**src/rtl/mbox_pkg.sv**
```systemverilog
// Package: shared constants and the host register address map of the mailbox unit.
// Assumes a 2-bit word address on the host port.
package mbox_pkg;
    localparam int unsigned FIELD_W = 4;  // width of each count field in the status word

    typedef enum logic [1:0] {
        HREG_CMD  = 2'd0,  // command queue push
        HREG_RESP = 2'd1,  // response queue pop
        HREG_ALRT = 2'd2,  // alert queue pop
        HREG_CTRL = 2'd3   // status read / control write
    } hreg_e;
endpackage

```
**src/rtl/mbox_fifo.sv**
```systemverilog
// Module: mbox_fifo
// A circular queue of DEPTH words with a level count.
// When OVERWRITE is set, a push into a full queue with no pop in the same cycle
// replaces the newest word. Without OVERWRITE, such a push is dropped, so the
// caller must gate it.
// While the queue is empty, out_data shows the last word popped.
// Assumes DEPTH >= 1.
module mbox_fifo #(
    parameter int unsigned DEPTH     = 4,
    parameter int unsigned W         = 32,
    parameter bit          OVERWRITE = 1'b0,
    parameter int unsigned CW        = $clog2(DEPTH + 1)
) (
    input  logic          clk,
    input  logic          rst_n,
    input  logic          push,
    input  logic [W-1:0]  push_data,
    input  logic          pop,
    output logic [W-1:0]  out_data,
    output logic [CW-1:0] count,
    output logic          full,
    output logic          empty
);
    localparam int unsigned AW = (DEPTH > 1) ? $clog2(DEPTH) : 1;

    logic [W-1:0]  mem [DEPTH];
    logic [W-1:0]  last_q;
    logic [AW-1:0] rd_ptr, wr_ptr;
    logic [CW-1:0] cnt;
    logic          do_pop, do_push, do_ovw;

    // Advance a pointer with wrap.
    function automatic logic [AW-1:0] ptr_inc(input logic [AW-1:0] p);
        return (p == AW'(DEPTH - 1)) ? '0 : p + 1'b1;
    endfunction

    // Step a pointer back with wrap.
    function automatic logic [AW-1:0] ptr_dec(input logic [AW-1:0] p);
        return (p == '0) ? AW'(DEPTH - 1) : p - 1'b1;
    endfunction

    assign full    = (cnt == CW'(DEPTH));
    assign empty   = (cnt == '0);
    assign do_pop  = pop && !empty;
    assign do_push = push && (!full || do_pop);
    assign do_ovw  = OVERWRITE && push && full && !do_pop;

    // Word storage: normal write at the tail, overwrite at the newest slot.
    always_ff @(posedge clk) begin
        if (do_push) begin
            mem[wr_ptr] <= push_data;
        end else if (do_ovw) begin
            mem[ptr_dec(wr_ptr)] <= push_data;
        end
    end

    // Pointers, level count and last-popped word.
    always_ff @(posedge clk) begin
        if (!rst_n) begin
            rd_ptr <= '0;
            wr_ptr <= '0;
            cnt    <= '0;
            last_q <= '0;
        end else begin
            if (do_push) wr_ptr <= ptr_inc(wr_ptr);
            if (do_pop) begin
                rd_ptr <= ptr_inc(rd_ptr);
                last_q <= mem[rd_ptr];
            end
            case ({do_push, do_pop})
                2'b10:   cnt <= cnt + 1'b1;
                2'b01:   cnt <= cnt - 1'b1;
                default: cnt <= cnt;
            endcase
        end
    end

    // Head word, or the last popped word when empty.
    always_comb begin
        out_data = empty ? last_q : mem[rd_ptr];
    end

    assign count = cnt;

    AST_CNT_RANGE: assert property (@(posedge clk) disable iff (!rst_n)
        cnt <= CW'(DEPTH));
    AST_PUSHPOP_HOLD: assert property (@(posedge clk) disable iff (!rst_n)
        (push && pop && !empty) |=> (cnt == $past(cnt)));
    AST_OVW_STAYS_FULL: assert property (@(posedge clk) disable iff (!rst_n)
        (OVERWRITE && push && !pop && full) |=> full);
endmodule

```
**src/rtl/mbox_irq.sv**
```systemverilog
// Module: mbox_irq
// Interrupt flag toward the host. A set request wins over a clear in the same cycle.
// Assumes set and clr are single-cycle qualified events.
module mbox_irq (
    input  logic clk,
    input  logic rst_n,
    input  logic set,
    input  logic clr,
    output logic irq
);
    logic irq_q;

    // Hold, set or clear the request flag.
    always_ff @(posedge clk) begin
        if (!rst_n)    irq_q <= 1'b0;
        else if (set)  irq_q <= 1'b1;
        else if (clr)  irq_q <= 1'b0;
    end

    assign irq = irq_q;

    AST_IRQ_RISE: assert property (@(posedge clk) disable iff (!rst_n)
        set |=> irq);
    AST_IRQ_DROP: assert property (@(posedge clk) disable iff (!rst_n)
        (clr && !set) |=> !irq);
    AST_IRQ_KEEP: assert property (@(posedge clk) disable iff (!rst_n)
        (irq && !set && !clr) |=> irq);
endmodule

```
**src/rtl/mbox_host_regs.sv**
```systemverilog
// Module: mbox_host_regs
// Decodes host accesses into queue strobes and builds the read data and the status word.
// Assumes a read takes effect on the clock edge that ends the strobe cycle.
module mbox_host_regs #(
    parameter int unsigned DATA_W    = 32,
    parameter int unsigned CMD_DEPTH = 4,
    parameter int unsigned CMD_CW    = 3,
    parameter int unsigned RSP_CW    = 1,
    parameter int unsigned ALR_CW    = 1
) (
    input  logic              host_sel,
    input  logic              host_we,
    input  logic [1:0]        host_addr,
    input  logic [DATA_W-1:0] host_wdata,
    input  logic [CMD_CW-1:0] cmd_cnt,
    input  logic [RSP_CW-1:0] rsp_cnt,
    input  logic [ALR_CW-1:0] alr_cnt,
    input  logic [DATA_W-1:0] rsp_data,
    input  logic [DATA_W-1:0] alr_data,
    output logic              cmd_push,
    output logic              rsp_pop,
    output logic              alr_pop,
    output logic              ctrl_clr,
    output logic [DATA_W-1:0] host_rdata
);
    import mbox_pkg::*;

    logic              wr_acc, rd_acc;
    logic [CMD_CW-1:0] cmd_free;
    logic [DATA_W-1:0] status;
    hreg_e             reg_sel;

    assign reg_sel  = hreg_e'(host_addr);
    assign wr_acc   = host_sel && host_we;
    assign rd_acc   = host_sel && !host_we;
    assign cmd_free = CMD_CW'(CMD_DEPTH) - cmd_cnt;

    // Access strobes per register.
    always_comb begin
        cmd_push = wr_acc && (reg_sel == HREG_CMD);
        rsp_pop  = rd_acc && (reg_sel == HREG_RESP);
        alr_pop  = rd_acc && (reg_sel == HREG_ALRT);
        ctrl_clr = wr_acc && (reg_sel == HREG_CTRL) && host_wdata[0];
    end

    // Pack the three count fields into the status word.
    always_comb begin
        status        = '0;
        status[3:0]   = FIELD_W'(cmd_free);
        status[11:8]  = FIELD_W'(rsp_cnt);
        status[19:16] = FIELD_W'(alr_cnt);
    end

    // Read data mux by address.
    always_comb begin
        case (reg_sel)
            HREG_RESP: host_rdata = rsp_data;
            HREG_ALRT: host_rdata = alr_data;
            HREG_CTRL: host_rdata = status;
            default:   host_rdata = '0;
        endcase
    end
endmodule

```
**src/rtl/mbox_unit.sv**
```systemverilog
// Module: mbox_unit (top)
// Connects the command, response and alert queues to the coprocessor channel
// ports and the host register port, and drives the host interrupt.
// Assumes the coprocessor holds a request until it is acknowledged.
module mbox_unit #(
    parameter int unsigned DATA_W    = 32,
    parameter int unsigned CMD_DEPTH = 4,
    parameter int unsigned RSP_DEPTH = 1,
    parameter int unsigned ALR_DEPTH = 1
) (
    input  logic              clk,
    input  logic              rst_n,
    input  logic              cop_rd_req,
    output logic              cop_rd_ack,
    output logic [DATA_W-1:0] cop_rd_data,
    input  logic              cop_wr_req,
    input  logic              cop_wr_sel,
    input  logic [DATA_W-1:0] cop_wr_data,
    output logic              cop_wr_ack,
    input  logic              host_sel,
    input  logic              host_we,
    input  logic [1:0]        host_addr,
    input  logic [DATA_W-1:0] host_wdata,
    output logic [DATA_W-1:0] host_rdata,
    output logic              host_irq
);
    localparam int unsigned CMD_CW = $clog2(CMD_DEPTH + 1);
    localparam int unsigned RSP_CW = $clog2(RSP_DEPTH + 1);
    localparam int unsigned ALR_CW = $clog2(ALR_DEPTH + 1);

    logic              cmd_push, cmd_full, cmd_empty;
    logic              rsp_push, rsp_pop, rsp_full, rsp_empty;
    logic              alr_push, alr_pop, alr_full, alr_empty;
    logic              ctrl_clr, irq_clr;
    logic [CMD_CW-1:0] cmd_cnt;
    logic [RSP_CW-1:0] rsp_cnt;
    logic [ALR_CW-1:0] alr_cnt;
    logic [DATA_W-1:0] rsp_data, alr_data;

    // Channel handshakes: stall on empty command queue or full target queue.
    always_comb begin
        cop_rd_ack = !cmd_empty;
        cop_wr_ack = cop_wr_sel ? !alr_full : !rsp_full;
        rsp_push   = cop_wr_req && !cop_wr_sel && !rsp_full;
        alr_push   = cop_wr_req &&  cop_wr_sel && !alr_full;
        irq_clr    = ctrl_clr || (alr_pop && (alr_cnt <= ALR_CW'(1)));
    end

    mbox_fifo #(.DEPTH(CMD_DEPTH), .W(DATA_W), .OVERWRITE(1'b1), .CW(CMD_CW)) u_cmd (
        .clk(clk), .rst_n(rst_n), .push(cmd_push), .push_data(host_wdata),
        .pop(cop_rd_req), .out_data(cop_rd_data), .count(cmd_cnt),
        .full(cmd_full), .empty(cmd_empty));

    mbox_fifo #(.DEPTH(RSP_DEPTH), .W(DATA_W), .OVERWRITE(1'b0), .CW(RSP_CW)) u_rsp (
        .clk(clk), .rst_n(rst_n), .push(rsp_push), .push_data(cop_wr_data),
        .pop(rsp_pop), .out_data(rsp_data), .count(rsp_cnt),
        .full(rsp_full), .empty(rsp_empty));

    mbox_fifo #(.DEPTH(ALR_DEPTH), .W(DATA_W), .OVERWRITE(1'b0), .CW(ALR_CW)) u_alr (
        .clk(clk), .rst_n(rst_n), .push(alr_push), .push_data(cop_wr_data),
        .pop(alr_pop), .out_data(alr_data), .count(alr_cnt),
        .full(alr_full), .empty(alr_empty));

    mbox_host_regs #(.DATA_W(DATA_W), .CMD_DEPTH(CMD_DEPTH), .CMD_CW(CMD_CW),
                     .RSP_CW(RSP_CW), .ALR_CW(ALR_CW)) u_regs (
        .host_sel(host_sel), .host_we(host_we), .host_addr(host_addr),
        .host_wdata(host_wdata), .cmd_cnt(cmd_cnt), .rsp_cnt(rsp_cnt),
        .alr_cnt(alr_cnt), .rsp_data(rsp_data), .alr_data(alr_data),
        .cmd_push(cmd_push), .rsp_pop(rsp_pop), .alr_pop(alr_pop),
        .ctrl_clr(ctrl_clr), .host_rdata(host_rdata));

    mbox_irq u_irq (
        .clk(clk), .rst_n(rst_n), .set(alr_push), .clr(irq_clr), .irq(host_irq));

    AST_RD_STALL: assert property (@(posedge clk) disable iff (!rst_n)
        (cop_rd_req && !cop_rd_ack && !cmd_push) |=> !cop_rd_ack);
    AST_WR_STALL: assert property (@(posedge clk) disable iff (!rst_n)
        (cop_wr_req && !cop_wr_ack && !rsp_pop && !alr_pop)
        |=> ($stable(rsp_cnt) && $stable(alr_cnt)));
    AST_EMPTY_NO_ACK: assert property (@(posedge clk) disable iff (!rst_n)
        (cmd_cnt == '0) |-> !cop_rd_ack);
endmodule

```
**config.mk**
```make
export PLATFORM = sky130hd
export DESIGN_NAME = mbox_unit
export DESIGN_NICKNAME = d
export VERILOG_FILES = /design/src/rtl/mbox_pkg.sv /design/src/rtl/mbox_fifo.sv /design/src/rtl/mbox_irq.sv /design/src/rtl/mbox_host_regs.sv /design/src/rtl/mbox_unit.sv
export SDC_FILE = /design/constraint.sdc
export NUM_CORES = 1
export LEC_CHECK = 0
export CORE_MARGIN = 2
export CORE_UTILIZATION = 32
export DETAILED_ROUTE_END_ITERATION = 6
export MAX_ROUTING_LAYER = met4
export PLACE_DENSITY = 0.58
export SLEW_MARGIN = 40
export SYNTH_ARGS = -nofsm -noshare
export SYNTH_HDL_FRONTEND = slang
export SYNTH_SLANG_ARGS = --single-unit
```
**constraint.sdc**
```tcl
create_clock -name clk -period 9.3 [get_ports clk]
set_input_delay 1.86 -clock clk [delete_from_list [all_inputs] [get_ports clk]]
set_output_delay 1.86 -clock clk [all_outputs]
set_load 0.02 [all_outputs]
```
==> qor.csv <==
stage,metric,value,unit
sta,shortest period the worst path allows,6110,ps
synthesis,cell taking the most area after synthesis,edfxtp_1,
cells_and_area,area delta synth->final,26.6,%
route,post-route antenna net violation count,0,
grt,initial antenna violation count,4,
outcome,result of the run,completed,
setup_path,Reg-to-Reg Start,u_cmd.count[0],
grt,vias in the first global route,7731,
setup_path,crit-path max cell delay,710,ps
placement,post-place instance area,13800,um2
route,final wirelength,28.8,mm
cts,clk sinks,300,
cts,hold buffer count at cts,0,
synthesis,asr flop ratio synth,0,%
setup_path,Worst EP required,7440,ps
sta,Final TNS setup,0,ps
setup_path,r2r endpoint,u_cmd.mem[0][7],
synthesis,"EDFF count, synth",192,
floorplan,core area,36500,um2
pwr,Leak Pwr,0.00495,uW
cts,TritonCTS buffer count,35,
route,WL/cell,18.7,um
synthesis,area share of the largest cell type after synthesis,48.7,%
floorplan,Initial Util,32.4,%
cells_and_area,final net count,1119,
floorplan,die footprint,38500,um2
cts,clk buf depth,3,
sta,Final setup viols,0,
synthesis,Synth Instances,902,
floorplan,# IOs,140,
grt,GRT Overall Usage,15.5,%
sta,Slew HR,53.8,%
route,vias,7587,
setup_path,"most used cell, CP",clkdlybuf4s50_1,
cts,post-CTS setup buffer count,0,
grt,grt total ovfl,0,
job,max-cap viol count,0,
cts,CTS resizes,0,
sta,Worst Max-Slew Pin Slew,694,ps
floorplan,Die Wd,196,um
synthesis,"Primary FF master, synth",edfxtp_1,
cells_and_area,Filler Cells Inserted,3384,
route,TritonRoute pass-1 iters,5,
synthesis,"count leader, synth",nand2_1,
sta,endpoints failing hold,0,
sta,Achievable Freq,0.164,GHz
cts,clock slew at reported path FFs,60,ps
cts,CTS root buffer,clkbuf_16,
cells_and_area,Final Cell Area,15000,um2
setup_path,crit-path max FO,28,
synthesis,synth cell count leaders,"237 x nand2_1, 192 x edfxtp_1, 108 x dfxtp_1",
synthesis,synth top area cells,"edfxtp_1 49%, dfxtp_1 18%, nand2_1 7.5%",
setup_path,Critical Path AT,4250,ps
cts,CTS tree,yes,
sta,hold slack,452,ps
setup_path,r2r setup slk,6010,ps
cells_and_area,Util after Layout,41.0,%
setup_path,Worst R2R Path Depth,9,
setup_path,Setup crit end kind,output port,
cts,Clock Latency Late Sink,520,ps
cells_and_area,layout cells sized above 1,11.2,%
pwr,Max VDD drop,0.188,mV
setup_path,end point of the critical path,host_rdata[23],
synthesis,post-synthesis instance area,11800,um2
synthesis,#FFs+latches synth,300,
floorplan,Site Rows,70,
sta,RSZ-0062 raised after global routing,no,
cts,H-tree levels,2,
setup_path,crit-path cells,"clkdlybuf4s50_1, nand2b_2, o22ai_1, clkdlybuf4s50_1",
route,Vias per Instance,4.94,
pwr,Pwr Density,260,nW/um2
setup_path,Slowest cell on crit path,clkdlybuf4s50_1,
synthesis,Syn Area/Cell,13.1,um2
sta,Clock Skews,14.8,ps
synthesis,yosys warns,0,
synthesis,register area share after synthesis,67.0,%
floorplan,Die H,196,um
grt,first-pass GRT wire length,44.7,mm
route,DRT iter0 DRCs,467,
setup_path,CP startpoint,host_addr[0],
sta,Final Cycle Share,65.7,%
sta,Final Max Tran Viols,0,
setup_path,critical path class,primary input to output port,
placement,GP Congestion,0.747,
hold_path,Worst Hold Class,flop to flop,
synthesis,Synth cell types,42,
setup_path,Startpoint Class,primary input,
placement,Final HPWL DP,17.1,mm
grt,largest net degree at the start of global routing,73,
synthesis,"Net Count, Synth",983,
placement,IO Port Bufs,139,
route,# DRC,0,
-- metrics by stage --
step                      power (uW)  setup WS [ps]  instances
after detailed placement        2500           3260       1469
after CTS                       3940           3240       1533
after global routing            4070           3080       1537
after global placement          2480           3030       1466
final                           3890           3190       1537
after floorplan                 2110           4600        902
-- worst min path at each step --
| stage | cells after the start | start | to | slack, ps |
|---|---|---|---|---|
| after floorplan | 2 | u_alr.last_q[2] | u_alr.last_q[2] | 430 |
| final | 2 | u_rsp.last_q[15] | u_rsp.last_q[15] | 450 |
| after global routing | 2 | u_alr.last_q[5] | u_alr.last_q[5] | 480 |
| after global placement | 2 | u_alr.last_q[2] | u_alr.last_q[2] | 440 |
| after detailed placement | 2 | u_rsp.last_q[15] | u_rsp.last_q[15] | 450 |
| after CTS | 2 | u_rsp.last_q[15] | u_rsp.last_q[15] | 450 |
-- cell families (layout without fill, tap and decap cells) --
family                   count (synthesis)  after routing  synth area share, %
AO/OA/AOI/OAI                          151            151                 7.88
XOR/XNOR                                 1              1               0.0740
adder cells (fa/ha/maj)                  8              8                0.909
buffers and inverters                   68            231                 2.87
flip-flops                             300            300                 67.0
multiplexers                            99             99                 11.8
other                                    0              4                    0
AND/OR/NAND/NOR                        275            275                 9.51
-- flip-flops by register name (all words and copies together) (netlist names), named ones only --
name	count
u_alr.last_q	32
u_cmd.last_q	32
u_irq.irq	1
u_cmd.rd_ptr	2
u_cmd.count	3
u_cmd.mem	128
u_alr.count	1
u_cmd.wr_ptr	2
u_rsp.last_q	32
u_rsp.count	1
u_rsp.mem	32
u_alr.mem	32
-- routing by layer --
| metal | GRT usage, % | wire length (um) | share of wire [%] |
|---|---|---|---|
| met1 | 19.9 | 13000 | 45 |
| met5 | - | 0 | 0 |
| met4 | 3.79 | 429 | 1.5 |
| met2 | 24.5 | 13200 | 46 |
| met3 | 3.99 | 2160 | 7.5 |
-- cell type report --
class | instances | area, um2 | share of cell area (%)
sequential | 300 | 7940 | 53.0
inverter | 11 | 41.3 | 0.276
timing repair buffer | 156 | 1570 | 10.5
clock inverter | 22 | 273 | 1.82
clock buffer | 42 | 933 | 6.23
multi-input combinational | 534 | 3630 | 24.2
tap | 468 | 586 | 3.91
antenna | 4 | 10.0 | 0.0668
-- worst max-delay path, delay by kind of cell --
kind / cells / cell delay (ps)
compound gates: 1 / 360
buf+inv: 2 / 1360
simple gates: 1 / 650
-- cells in the final DEF (no fill, tap or decap), types with 27 or more instances in the layout --
master           count
nand2_1            237
edfxtp_1           192
clkdlybuf4s50_1    139
dfxtp_1            104
a21oi_1             69
mux2i_1             66
clkbuf_16           36
mux4_2              32
a22o_1              32
o22ai_1             27
-- where the power goes --
| group | internal, uW | leakage [uW] | switching (uW) |
|---|---|---|---|
| combinational | 400 | 0.00174 | 518 |
| clock | 886 | 0.000590 | 542 |
| sequential | 1490 | 0.00262 | 57.8 |
| total | 2770 | 0.00495 | 1120 |
Note: power is estimated with default switching activity, not from simulation.
